## config.mk

```make
export PLATFORM = sky130hd
export DESIGN_NAME = fpx_dispatch
export DESIGN_NICKNAME = d
export VERILOG_FILES = /design/src/rtl/fpx_pkg.sv /design/src/rtl/fpx_csr_path.sv /design/src/rtl/fpx_ctrl.sv /design/src/rtl/fpx_dispatch.sv
export SDC_FILE = /design/constraint.sdc
export NUM_CORES = 1
export LEC_CHECK = 0
export CAP_MARGIN = 20
export CELL_PAD_IN_SITES_DETAIL_PLACEMENT = 0
export CELL_PAD_IN_SITES_GLOBAL_PLACEMENT = 1
export CORE_MARGIN = 4
export CORE_UTILIZATION = 42
export CTS_CLUSTER_DIAMETER = 150
export DETAILED_ROUTE_END_ITERATION = 6
export DONT_BUFFER_PORTS = 1
export PLACE_DENSITY_LB_ADDON = 0.1
export SKIP_CTS_REPAIR_TIMING = 1
export SYNTH_ARGS = -nofsm -noshare
export SYNTH_HDL_FRONTEND = slang
export SYNTH_SLANG_ARGS = --single-unit
```

## constraint.sdc

```tcl
create_clock -name clk -period 1.2 [get_ports clk]
set_input_delay 0.06 -clock clk [delete_from_list [all_inputs] [get_ports clk]]
set_output_delay 0.06 -clock clk [all_outputs]
set_load 0.01 [all_outputs]
```

## src/rtl/fpx_pkg.sv

```systemverilog
package fpx_pkg;
  localparam int PHASE_CONDS = 3;
  localparam int NUM_CONDS   = 2 * PHASE_CONDS;

  typedef struct packed {
    logic takePre;   // operand-phase conditions accepted this cycle
    logic takePost;  // result-phase conditions accepted this cycle
  } fpxStrobe_t;

  typedef enum logic {
    ST_IDLE      = 1'b0,
    ST_WAIT_POST = 1'b1
  } fpxState_t;
endpackage

```

## src/rtl/fpx_csr_path.sv

```systemverilog
module fpx_csr_path
  import fpx_pkg::*;
#(
  parameter int CSR_W    = 16,
  parameter int FLAG_LSB = 0,
  parameter int MASK_LSB = 7
) (
  input  logic                   clk,
  input  logic                   rstN,
  input  fpxStrobe_t             strobe,
  input  logic [PHASE_CONDS-1:0] preCond,
  input  logic [PHASE_CONDS-1:0] postCond,
  input  logic                   wrEn,
  input  logic [CSR_W-1:0]       wrData,
  output logic [NUM_CONDS-1:0]   maskBits,
  output logic [CSR_W-1:0]       csrValue
);
  localparam logic [CSR_W-1:0] FIELD_ONES = {{(CSR_W-NUM_CONDS){1'b0}}, {NUM_CONDS{1'b1}}};
  localparam logic [CSR_W-1:0] FLAG_FIELD = FIELD_ONES << FLAG_LSB;
  localparam logic [CSR_W-1:0] MASK_FIELD = FIELD_ONES << MASK_LSB;
  localparam logic [CSR_W-1:0] WR_LEGAL   = FLAG_FIELD | MASK_FIELD;

  logic [NUM_CONDS-1:0] condHit;
  logic [CSR_W-1:0]     flagSet;
  logic [CSR_W-1:0]     baseVal;
  logic [CSR_W-1:0]     csrQ;

  for (genvar g = 0; g < NUM_CONDS; g++) begin : g_cond
    if (g < PHASE_CONDS) begin : g_pre
      assign condHit[g] = strobe.takePre & preCond[g];
    end else begin : g_post
      assign condHit[g] = strobe.takePost & postCond[g-PHASE_CONDS];
    end
  end

  always_comb begin
    flagSet = {{(CSR_W-NUM_CONDS){1'b0}}, condHit} << FLAG_LSB;
    baseVal = wrEn ? (wrData & WR_LEGAL) : csrQ;
  end

  always_ff @(posedge clk) begin
    if (!rstN) csrQ <= MASK_FIELD;
    else       csrQ <= baseVal | flagSet;
  end

  assign maskBits = csrQ[MASK_LSB +: NUM_CONDS];
  assign csrValue = csrQ;

  // without a write no flag that was set can clear
  p_sticky_flags_r3: assert property (@(posedge clk) disable iff (!rstN)
    !wrEn |=> ((csrQ & $past(csrQ) & FLAG_FIELD) == ($past(csrQ) & FLAG_FIELD)));
endmodule

```

## src/rtl/fpx_ctrl.sv

```systemverilog
module fpx_ctrl
  import fpx_pkg::*;
#(
  parameter int VEC_W    = 8,
  parameter int VEC_SIMD = 19,
  parameter int VEC_UD   = 6
) (
  input  logic                   clk,
  input  logic                   rstN,
  input  logic                   preValid,
  input  logic [PHASE_CONDS-1:0] preCond,
  input  logic                   postValid,
  input  logic [PHASE_CONDS-1:0] postCond,
  input  logic                   osSupport,
  input  logic [NUM_CONDS-1:0]   maskBits,
  output fpxStrobe_t             strobe,
  output logic                   retire,
  output logic                   useDefault,
  output logic                   faultReq,
  output logic [VEC_W-1:0]       faultVec
);
  localparam logic [VEC_W-1:0] V_SIMD = VEC_W'(VEC_SIMD);
  localparam logic [VEC_W-1:0] V_UD   = VEC_W'(VEC_UD);

  fpxState_t            state;
  logic                 maskedHit;
  logic [PHASE_CONDS-1:0] preUnmasked, postUnmasked;
  logic                 preFault, postFault;
  logic [VEC_W-1:0]     vecSel;

  always_comb begin
    strobe.takePre  = (state == ST_IDLE) && preValid;
    strobe.takePost = (state == ST_WAIT_POST) && postValid;
    preUnmasked     = preCond  & ~maskBits[PHASE_CONDS-1:0];
    postUnmasked    = postCond & ~maskBits[NUM_CONDS-1:PHASE_CONDS];
    preFault        = strobe.takePre  && (|preUnmasked);
    postFault       = strobe.takePost && (|postUnmasked);
    vecSel          = osSupport ? V_SIMD : V_UD;
  end

  always_ff @(posedge clk) begin
    if (!rstN) begin
      state      <= ST_IDLE;
      maskedHit  <= 1'b0;
      retire     <= 1'b0;
      useDefault <= 1'b0;
      faultReq   <= 1'b0;
      faultVec   <= '0;
    end else begin
      retire     <= 1'b0;
      useDefault <= 1'b0;
      faultReq   <= preFault || postFault;
      faultVec   <= (preFault || postFault) ? vecSel : '0;
      if (strobe.takePre && !preFault) begin
        state     <= ST_WAIT_POST;
        maskedHit <= |preCond;
      end
      if (strobe.takePost) begin
        state <= ST_IDLE;
        if (!postFault) begin
          retire     <= 1'b1;
          useDefault <= maskedHit || (|postCond);
        end
      end
    end
  end

  // an instruction ends in a fault or a retire, never both
  p_one_outcome_r10: assert property (@(posedge clk) disable iff (!rstN)
    !(faultReq && retire));
  // no valid report, no outcome next cycle
  p_quiet_idle_r10: assert property (@(posedge clk) disable iff (!rstN)
    (!preValid && !postValid) |=> (!faultReq && !retire));
  // vector follows the OS-support bit of the deciding cycle
  p_vector_sel_r6: assert property (@(posedge clk) disable iff (!rstN)
    faultReq |-> (faultVec == ($past(osSupport) ? V_SIMD : V_UD)));
  // default result only on a retiring instruction
  p_default_retire_r4: assert property (@(posedge clk) disable iff (!rstN)
    useDefault |-> retire);
  // the two phases are never accepted together
  p_phase_excl_r11: assert property (@(posedge clk) disable iff (!rstN)
    !(strobe.takePre && strobe.takePost));
endmodule

```

## src/rtl/fpx_dispatch.sv

```systemverilog
module fpx_dispatch
  import fpx_pkg::*;
#(
  parameter int CSR_W    = 16,
  parameter int FLAG_LSB = 0,
  parameter int MASK_LSB = 7,
  parameter int VEC_W    = 8,
  parameter int VEC_SIMD = 19,
  parameter int VEC_UD   = 6
) (
  input  logic             clk,
  input  logic             rstN,
  input  logic             preValid,
  input  logic [2:0]       preCond,
  input  logic             postValid,
  input  logic [2:0]       postCond,
  input  logic             osSupport,
  input  logic             csrWrEn,
  input  logic [CSR_W-1:0] csrWrData,
  output logic [CSR_W-1:0] csrValue,
  output logic             retire,
  output logic             useDefault,
  output logic             faultReq,
  output logic [VEC_W-1:0] faultVec
);
  fpxStrobe_t           strobe;
  logic [NUM_CONDS-1:0] maskBits;

  fpx_csr_path #(.CSR_W(CSR_W), .FLAG_LSB(FLAG_LSB), .MASK_LSB(MASK_LSB)) u_path (
    .clk(clk), .rstN(rstN), .strobe(strobe), .preCond(preCond), .postCond(postCond),
    .wrEn(csrWrEn), .wrData(csrWrData), .maskBits(maskBits), .csrValue(csrValue)
  );

  fpx_ctrl #(.VEC_W(VEC_W), .VEC_SIMD(VEC_SIMD), .VEC_UD(VEC_UD)) u_ctrl (
    .clk(clk), .rstN(rstN), .preValid(preValid), .preCond(preCond),
    .postValid(postValid), .postCond(postCond), .osSupport(osSupport),
    .maskBits(maskBits), .strobe(strobe), .retire(retire), .useDefault(useDefault),
    .faultReq(faultReq), .faultVec(faultVec)
  );
endmodule

```

* Word level (Yosys, flattened, before mapping)
Index checks and enable logic that the tools add are counted.
** Storage, ports and cells
- Register bits :: 29
- Input port bits :: 28
- Word-level logic and storage cells :: 40
** Cells by class
- Mux-type cells :: 3
- Bitwise operators :: 14
- Reductions and logical operators :: 16
** Operators by type and width (number)
- two-way mux 16 bit :: 1
- bitwise OR 16 x 6 -> 16 bit :: 1
- OR reduction 3 bit :: 5
- bitwise AND 1 bit :: 6
- bitwise AND 3 bit :: 2
- inverter 3 bit :: 2
- logical AND 1 bit :: 5
- two-way mux 5 bit :: 1
- AND reduction 2 bit :: 2
- inverter 1 bit :: 3
- logical OR 1 bit :: 2
- OR reduction 2 bit :: 1
- zero test 1 bit :: 1
- two-way mux 1 bit :: 1

* Depth between registers and ports, before layout
Gate-level depths: netlist of the first run.
- Depth after elaboration :: 6
- Depth in mapped cells :: 3

* Cells and area by module
From an unflattened synthesis of the first run, not the netlist that was laid out.
** Second synthesis, totals
- Cells, all modules :: 98
- Area, all modules :: 965.9 µm²
** Modules (own cells, without submodules)
- fpx_csr_path :: instances 1, cells each 55, area each 544.3 µm², sequential area each 240.2 µm²
- fpx_ctrl :: instances 1, cells each 43, area each 421.7 µm², sequential area each 160.2 µm²

* Worst setup path before layout of the first run
Ideal clock, no wire load.
- Path kind :: register -> register
- Start :: register u_path.csrQ[9] (netlist: u_path.csrValue[9])
- End :: register u_ctrl.maskedHit
- Library setup time :: 72 ps
- Arrival :: 1063 ps
- Data required time :: 1128 ps
- Setup slack :: 65 ps
- Stages on the path, launching flop included :: 4
- Buffers on the path :: 0
- Clock period less this slack :: 1135 ps
- Cells stage by stage :: dfxtp_1 > and2b_1 > nor4b_4 > mux2i_1
** On the way
- Longest elaborated chain between the ends :: 6
** RTL lines
- start, declared :: line fpx_csr_path.sv:26 : logic [CSR_W-1:0] csrQ;
- start signal, assigned :: line fpx_csr_path.sv:43 : else csrQ <= baseVal | flagSet;
- inverter 3 bit :: line fpx_ctrl.sv:34 : preUnmasked = preCond & ~maskBits[PHASE_CONDS-1:0];
- bitwise AND 3 bit :: line fpx_ctrl.sv:34
- OR reduction 3 bit :: line fpx_ctrl.sv:36 : preFault = strobe.takePre && (|preUnmasked);
- logical AND 1 bit :: line fpx_ctrl.sv:36
- zero test 1 bit :: line fpx_ctrl.sv:54 : if (strobe.takePre && !preFault) begin
- logical AND 1 bit :: line fpx_ctrl.sv:54
- end signal, assigned :: line fpx_ctrl.sv:56 : maskedHit <= |preCond;
- end, declared :: line fpx_ctrl.sv:26 : logic maskedHit;
No other way between the ends.
A chain may end at the register's enable or synchronous reset.

* Final worst setup path of the first run
Ends and elaborated chain as after synthesis.

==> results of run 1 <==
## critical path, delay by kind of cell, from the launching register on
kind | cells | cell delay [ns]
AND/OR/NAND/NOR | 2 | 0.50
multiplexers | 1 | 0.20
flip-flops | 1 | 0.33
## cell usage after synthesis
| master | n | area (um^2) |
|---|---|---|
| dfxtp_1 | 20 | 400 |
| nand2_1 | 15 | 56.3 |
| mux2i_1 | 13 | 130 |
| buf_4 | 10 | 75.1 |
| a21boi_0 | 5 | 37.5 |
| nor2b_1 | 5 | 31.3 |
| a21boi_1 | 3 | 22.5 |
| a21oi_1 | 2 | 10.0 |
| and2b_1 | 2 | 15.0 |
| clkbuf_1 | 2 | 7.51 |
| o31ai_1 | 2 | 15.0 |
| and2_1 | 1 | 6.26 |
| conb_1 | 1 | 3.75 |
| nand2b_1 | 1 | 6.26 |
| nor2_1 | 1 | 3.75 |
| nor2b_4 | 1 | 13.8 |
| nor3_2 | 1 | 10.0 |
| nor4_1 | 1 | 6.26 |
| nor4b_4 | 1 | 23.8 |
| o21a_1 | 1 | 7.51 |
| o31ai_2 | 1 | 12.5 |
| or3_4 | 1 | 11.3 |
## power breakdown
| group | leakage, nW | switching [mW] | internal, mW |
|---|---|---|---|
| logic | 0.246 | 0.0693 | 0.0889 |
| clock network | 0.0138 | 0.180 | 0.116 |
| registers | 0.165 | 0.0335 | 0.705 |
| total | 0.425 | 0.282 | 0.910 |
## layout make-up
type                            count  area [um^2]
Clock buffer                        3         22.5
Fill cell                         202         1010
Multi-Input combinational cell     65          458
Sequential cell                    20          400
Tap cell                           27         33.8
Timing Repair Buffer               10         80.1
## logic make-up after synthesis
logic type             count (synthesis)
and+or+nand+nor                       30
DFF                                   20
AOI/OAI and AO/OA                     14
muxes                                 13
buffers and inverters                 12
other                                  1
## state kept, by name (all words and copies together) (netlist names)
signal	cells
u_ctrl.faultVec	3
u_ctrl.useDefault	1
u_ctrl.faultReq	1
u_ctrl.state	1
u_ctrl.retire	1
u_ctrl.maskedHit	1
u_path.csrValue	12
## final timing paths
path | slack [ns] | end | depth (start not counted) | startpoint
setup / recovery | 0.10 | u_ctrl.maskedHit | 3 | u_path.csrValue[9]
hold / removal | -0.17 | u_path.csrValue[7] | 1 | rstN
setup reg to reg | 0.10 | u_ctrl.maskedHit | 3 | u_path.csrValue[9]
hold reg to reg | 0.47 | u_ctrl.maskedHit | 2 | u_ctrl.maskedHit
## per-layer routing
layer	wire length, um	up-vias	GRT usage
li1	-	303	-
met1	653	283	0.130
met2	879	24	0.225
met3	213	2	0.0436
met4	17	0	0.0498
met5	0	-	0
==> impl_metrics.toml, run 1 <==
[floorplan]
pin_count = 55
rows = 16
design.die.area_um2 = 2960
die_height_um = 54.4
floorplan.initialDensity = 0.453
die_width_um = 54.4
fp.coreArea_um2 = 2000

[drt]
route.final.wire_length_mm = 1.76
drtIter0Drc = 1
num_vias = 612
drt-vias-per-instance = 4.90
drt_first_pass_iters = 3
drcViolationCount = 0
route.detailed.wl_per_inst_um = 14.1
antenna_left = 0

[synthesis]
yosys.area_share.adder = 0
yosysSeqAreaShare = 0.442
post_synth_mux_area_share = 0.144
syn_area_um2 = 906
synth_xor_area_frac = 0
netlist-cell-type-count = 22
synthesized_instance_count = 90
synth_warnings = 0
main_combinational_cell_family_by_area_after_synthesis = "simple AND/OR/NAND/NOR gates"
synthesized_area_fraction_occupied_by_ao_oa_aoi_and_oai_cells = 0.116
post_synth.cell_area_avg_um2 = 10.1
yosys.area_share.simple = 0.203
number_of_synthesized_register_bits = 20

[clock_tree]
cts_buffers = 3
insertion_delay_ns = 0.28
clock_path_buffers = 2
cts_max_level = 1
clk_transition_reported_paths_ns = 0.10
clkSinkCount = 20
clock-root-buffer = "clkbuf_4"
cts_tree = "built"

[final_layout]
number_of_standard_cells_in_the_layout_taps_in_and_fillers_out = 125
layout.nets = 128
drive_gt1_frac = 0.163
final_area_um2 = 995
area_growth_syn_to_layout_pct = 9.81
most_common_cell_after_layout_fill_and_taps_aside = "dfxtp_1"
most-common-layout-cells = "dfxtp_1, nand2_1, mux2i_1"
antenna_cells_inserted = 0
layout.core_utilization = 0.497

[sta]
fin_worst_skew_ns = 0.00216
fin_worst_hold_slack_ns = -0.167
timing_hold_violations_final = 18
unrepaired_setup_endpoints_after_global_routing = "no"
layout_min_cycle_time_ns = 1.10
setup_tns_ns = 0
finalSetupViolations = 0
final_min_period_over_clock_period = 0.914
finalWorstSetupSlack_ns = 0.104
max_clock_freq_mhz = 912
slew_viol_final = 0

[place]
gp_congestion = 0.725
place.detailed.hpwl_mm = 1.38
dpl-instance-area_um2 = 943
portBuffers = 0
post-place-ws_ns = 0.0556
placed_cells_incl_taps = 120

[critical_path]
library_cell_contributing_the_largest_single_delay_on_the_critical_path = "dfxtp_1"
setup.worst_path.start_class = "flip-flop"
endpoint_kind = "flip-flop"
critical_path.cell_chain = "and2b_1 > nor4b_4 > mux2i_1"
path_max_fanout = 2
cp_data_arrival_time_ns = 1.32
critPathMaxStageDelay_ns = 0.33
cp_data_required_time_ns = 1.42
kind_of_critical_path = "flip-flop to flip-flop"

[global_routing]
antenna_found_initial = 0
number_of_global_route_vias_before_repair = 641
first_pass_grt_wire_length_mm = 2.64
grt_remaining_overflow = 0
track_usage = 0.125
largest_net_degree_at_the_start_of_global_routing = 21

[power_and_ir_drop]
power_mw = 1.19
vdd.ir_drop.worst_mv = 0.902
power.static_leakage_nw = 0.425
power.density_nw_per_um2 = 1200

[status]
violated_checks = "negative hold slack"
outcome = "finished, violations left"

[flow_run]
cap_violations = 0

[worst_hold_path]
hold_path.class = "primary input to flip-flop"
No activity file was read; power rests on OpenSTA's default activity.
==> run 2: changes to the inputs <==
--- a/config.mk
+++ b/config.mk
@@ -6,14 +6,12 @@
 export NUM_CORES = 1
 export LEC_CHECK = 0
 export CAP_MARGIN = 20
-export CELL_PAD_IN_SITES_DETAIL_PLACEMENT = 0
-export CELL_PAD_IN_SITES_GLOBAL_PLACEMENT = 1
 export CORE_MARGIN = 4
-export CORE_UTILIZATION = 42
+export CORE_UTILIZATION = 51
 export CTS_CLUSTER_DIAMETER = 150
 export DETAILED_ROUTE_END_ITERATION = 6
 export DONT_BUFFER_PORTS = 1
-export PLACE_DENSITY_LB_ADDON = 0.1
+export PLACE_DENSITY = 0.66
 export SKIP_CTS_REPAIR_TIMING = 1
 export SYNTH_ARGS = -nofsm -noshare
 export SYNTH_HDL_FRONTEND = slang
==> run 2 against run 1 <==
Register-to-register slack got worse by 0.02 ns. Final cell count increased by 14%. Flip-flop and latch count unchanged. The flow still finishes with violations (negative hold slack). Largest cell class unchanged. Sequential share of layout area decreased by 6.7 points.
==> impl_metrics.toml, run 2 (same netlist as run 1, synthesis figures left out) <==
[place]
portBuffers = 0
place.detailed.hpwl_mm = 1.21
post-place-ws_ns = 0.0681
gp_congestion = 0.686
dpl-instance-area_um2 = 932

[critical_path]
worstRegToRegCells = 3
endpoint_kind = "flip-flop"
setup.worst_path.start_class = "flip-flop"
path_max_fanout = 3
kind_of_critical_path = "flip-flop to flip-flop"
critPathMaxStageDelay_ns = 0.33
cp_data_arrival_time_ns = 1.34
library_cell_contributing_the_largest_single_delay_on_the_critical_path = "dfxtp_1"
cp_data_required_time_ns = 1.43
critical_path.cell_chain = "and2b_1 > nor4b_4 > mux2i_1"

[sta]
slew_viol_final = 0
fin_worst_hold_slack_ns = -0.107
fin_worst_skew_ns = 0.00860
finalWorstSetupSlack_ns = 0.0805
max_clock_freq_mhz = 893
layout_min_cycle_time_ns = 1.12
timing_hold_violations_final = 11
worst_pin_slew_ns = 0.602
finalSetupViolations = 0
relSlewSlack = 0.597
final_min_period_over_clock_period = 0.933

[floorplan]
rows = 14
fp.coreArea_um2 = 1590
die_height_um = 50.1
die_width_um = 50.1
floorplan.initialDensity = 0.568
design.die.area_um2 = 2510
pin_count = 55

[drt]
detailroute.wirelength.met2_um = 905
wl_met1_um = 801
highest-signal-layer = "met4"
drcViolationCount = 0
drtIter0Drc = 14
route.final.wire_length_mm = 1.91
met3_wirelength_um = 193
route.detailed.wl_per_inst_um = 13.5
num_vias = 682
drt_first_pass_iters = 2
drt-vias-per-instance = 4.80
antenna_left = 0

[clock_tree]
clock-root-buffer = "clkbuf_4"
cts_max_level = 1
clock_path_buffers = 2
clkSinkCount = 20
clk_transition_reported_paths_ns = 0.11
cts_buffers = 3
insertion_delay_ns = 0.29
cts_tree = "built"

[power_and_ir_drop]
p_sw_mw = 0.320
seq_power_share = 0.554
share_clk_of_total_power = 0.284
power.static_leakage_nw = 0.513
pwr-share-comb = 0.162
power.internal_mw = 1.02
power.density_nw_per_um2 = 1120
sw_frac_of_total = 0.239
vdd.ir_drop.worst_mv = 0.901

[final_layout]
flip_flop_count_of_the_largest_register_after_layout = 12
layout.nets = 147
antenna_cells_inserted = 0
final_area_um2 = 1200
most-common-layout-cells = "dlygate4sd3_1, dfxtp_1, nand2_1"
drive_gt1_frac = 0.144
most_common_cell_after_layout_fill_and_taps_aside = "dlygate4sd3_1"
area_growth_syn_to_layout_pct = 32.3

[worst_hold_path]
whs_path_depth = 2
hold_path.class = "primary input to flip-flop"

[global_routing]
number_of_global_route_vias_before_repair = 587
antenna_found_initial = 0
track_usage = 0.135
grt_remaining_overflow = 0
first_pass_grt_wire_length_mm = 2.61
largest_net_degree_at_the_start_of_global_routing = 21

[status]
outcome = "finished, violations left"
violated_checks = "negative hold slack"

[flow_run]
cap_violations = 0
-- run 2: cell types whose count changed in the layout (fill, tap and decap cells not counted), sizes merged --
| cell | delta |
|---|---|
| buf | -1 |
| clkbuf | +1 |
| dlygate4sd3 | +20 |
-- run 2: final timing paths --
path / start / endpoint / slack [ns]
setup / recovery: u_ctrl.state / u_ctrl.maskedHit / 0.08
hold / removal: csrWrEn / u_path.csrValue[12] / -0.11
setup reg to reg: u_ctrl.state / u_ctrl.maskedHit / 0.08
hold reg to reg: u_ctrl.maskedHit / u_ctrl.maskedHit / 0.48
-- run 2: worst max-delay path, delay by kind of cell (launching register included) --
family / cells / cell delay, ns
mux: 1 / 0.20
simple gates: 2 / 0.53
flops: 1 / 0.33
-- run 2: per-layer routing --
metal | track usage | up-vias
li1 | - | 343
met1 | 0.155 | 306
met2 | 0.209 | 31
met3 | 0.0710 | 2
met4 | 0.0553 | 0
met5 | 0 | -
-- run 2: layout make-up --
type	instances	area [um^2]
well taps	24	30.0
multi-input cells	65	458
repair buffers	29	273
fillers	127	395
clock buffers	4	36.3
flip-flops and latches	20	402
-- run 2: through the flow --
stage / hold slack, ns / instances / power [mW] / setup TNS [ns] / util
after floorplan: 0.185 / 97 / 0.900 / 0 / -
after global routing: -0.127 / 142 / 1.43 / -0.000827 / 0.752
final: -0.107 / 142 / 1.34 / 0 / 0.752
after global placement: 0.124 / 116 / 0.898 / 0 / 0.585
after detailed placement: 0.128 / 116 / 0.901 / 0 / 0.585
after CTS: -0.190 / 120 / 1.29 / 0 / 0.608
-- run 2: power groups by stage --
stage,clock network [mW],registers [mW],logic [mW]
floorplan,0,0.757,0.142
global placement,0,0.756,0.141
detailed placement,0,0.756,0.144
CTS,0.406,0.742,0.144
global route,0.440,0.749,0.237
finish,0.380,0.742,0.217
==> run 3: changes to the inputs <==
--- a/config.mk
+++ b/config.mk
@@ -6,7 +6,6 @@
 export NUM_CORES = 1
 export LEC_CHECK = 0
 export CAP_MARGIN = 20
-export CORE_MARGIN = 4
 export CORE_UTILIZATION = 51
 export CTS_CLUSTER_DIAMETER = 150
 export DETAILED_ROUTE_END_ITERATION = 6
==> run 3 against run 2 <==
The flow finishes with violations (design-rule violations, negative hold slack). Flip-flop and latch count stayed put. Global-route usage is 3.6 points higher. Sequential power hardly changed. Critical path depth stayed put. Sequential share of layout area is 2.1 points higher. Final cell count is 9.9% lower. Die area is 22% lower. Power is 6.1% lower. Via count is 0.15% lower. Worst setup slack worse by 0.031 ns.
==> impl_metrics.toml, run 3 (same netlist as run 1, synthesis figures left out) <==
[sta]
worst_pin_slew_ns = 0.636
fin_worst_skew_ns = 0.00472
fin_worst_hold_slack_ns = -0.00819
max_clock_freq_mhz = 870
timing_hold_violations_final = 3
layout_min_cycle_time_ns = 1.15
finalWorstSetupSlack_ns = 0.0499
setup_tns_ns = 0
finalSetupViolations = 0
relSlewSlack = 0.574
slew_viol_final = 0
final_min_period_over_clock_period = 0.958

[status]
outcome = "finished, violations left"
violated_checks = "design-rule violations, negative hold slack"

[critical_path]
timing.rr.start = "u_path.csrValue[9]"
setup.worst_path.start_class = "flip-flop"
cp_data_arrival_time_ns = 1.37
cp_data_required_time_ns = 1.42
worstSetupStartpoint = "u_path.csrValue[9]"
kind_of_critical_path = "flip-flop to flip-flop"
path_max_fanout = 2
endpoint_kind = "flip-flop"

[place]
post-place-ws_ns = 0.0652
gp_congestion = 0.700
portBuffers = 0
place.detailed.hpwl_mm = 1.10
placed_cells_incl_taps = 108
dpl-instance-area_um2 = 922

[floorplan]
fp.coreArea_um2 = 1580
rows = 14
die_height_um = 44.1
design.die.area_um2 = 1950
pin_count = 55
floorplan.initialDensity = 0.575
die_width_um = 44.1

[global_routing]
grt_remaining_overflow = 0
number_of_global_route_vias_before_repair = 593
largest_net_degree_at_the_start_of_global_routing = 21
antenna_found_initial = 0
first_pass_grt_wire_length_mm = 2.41
track_usage = 0.171

[final_layout]
most-common-layout-cells = "dfxtp_1, dlygate4sd3_1, nand2_1"
final.fill_count = 123
number_of_standard_cells_in_the_layout_taps_in_and_fillers_out = 128
layout.nets = 142
antenna_cells_inserted = 0
drive_gt1_frac = 0.134
layout.core_utilization = 0.713
most_common_cell_after_layout_fill_and_taps_aside = "dfxtp_1"
flip_flop_count_of_the_largest_register_after_layout = 12
final_area_um2 = 1120
area_growth_syn_to_layout_pct = 24.0

[power_and_ir_drop]
power.static_leakage_nw = 0.486
power_mw = 1.26
vdd.ir_drop.worst_mv = 0.768
power.density_nw_per_um2 = 1120

[drt]
drt-vias-per-instance = 5.32
drcViolationCount = 1
antenna_left = 0
drtIter0Drc = 12
route.final.wire_length_mm = 1.78
num_vias = 681
route.detailed.wl_per_inst_um = 13.9
drt_first_pass_iters = 7

[worst_hold_path]
hold_path.class = "primary input to flip-flop"
hold_start = "csrWrData[5]"

[clock_tree]
cts_buffers = 3
clk_transition_reported_paths_ns = 0.11
cts_tree = "built"
clock-root-buffer = "clkbuf_4"
cts_max_level = 1
clock_path_buffers = 2
clkSinkCount = 20
insertion_delay_ns = 0.29

[flow_run]
cap_violations = 0
[run 3: cell types whose count changed in the layout (fill, tap and decap cells not counted)]
cell / change
dlygate4sd3_1: -5
clkbuf_8: -1
dfxtp_1: +1
dfxtp_2: -1
[run 3: worst paths after layout]
kind / cells past startpoint / slack [ns] / endpoint
max: 3 / 0.05 / u_ctrl.maskedHit
min: 2 / -0.008 / u_path.csrValue[5]
max reg2reg: 3 / 0.05 / u_ctrl.maskedHit
min reg2reg: 2 / 0.49 / u_ctrl.maskedHit
[run 3: final cells by class]
| class | count | area (um^2) | area share |
|---|---|---|---|
| tap | 16 | 20.0 | 0.0178 |
| clock buffer | 3 | 22.5 | 0.0200 |
| sequential | 20 | 400 | 0.356 |
| multi-input combinational | 65 | 458 | 0.408 |
| timing repair buffer | 24 | 223 | 0.198 |
[run 3: critical path: stages, from the launching register on]
cell     delay (ns)
dfxtp_1        0.34
and2b_1        0.24
nor4b_4        0.31
mux2i_1        0.20
[run 3: report_power, final]
group,switching [mW],leakage (nW),internal (mW)
Combinational,0.0931,0.308,0.119
Clock,0.188,0.0138,0.117
Sequential,0.0361,0.165,0.705
[run 3: per-layer routing]
layer	routed length [um]	GRT usage	vias up
met2	832	0.274	35
met1	805	0.205	311
li1	-	-	333
met4	9	0.0909	0
met5	0	0	-
met3	131	0.0531	2
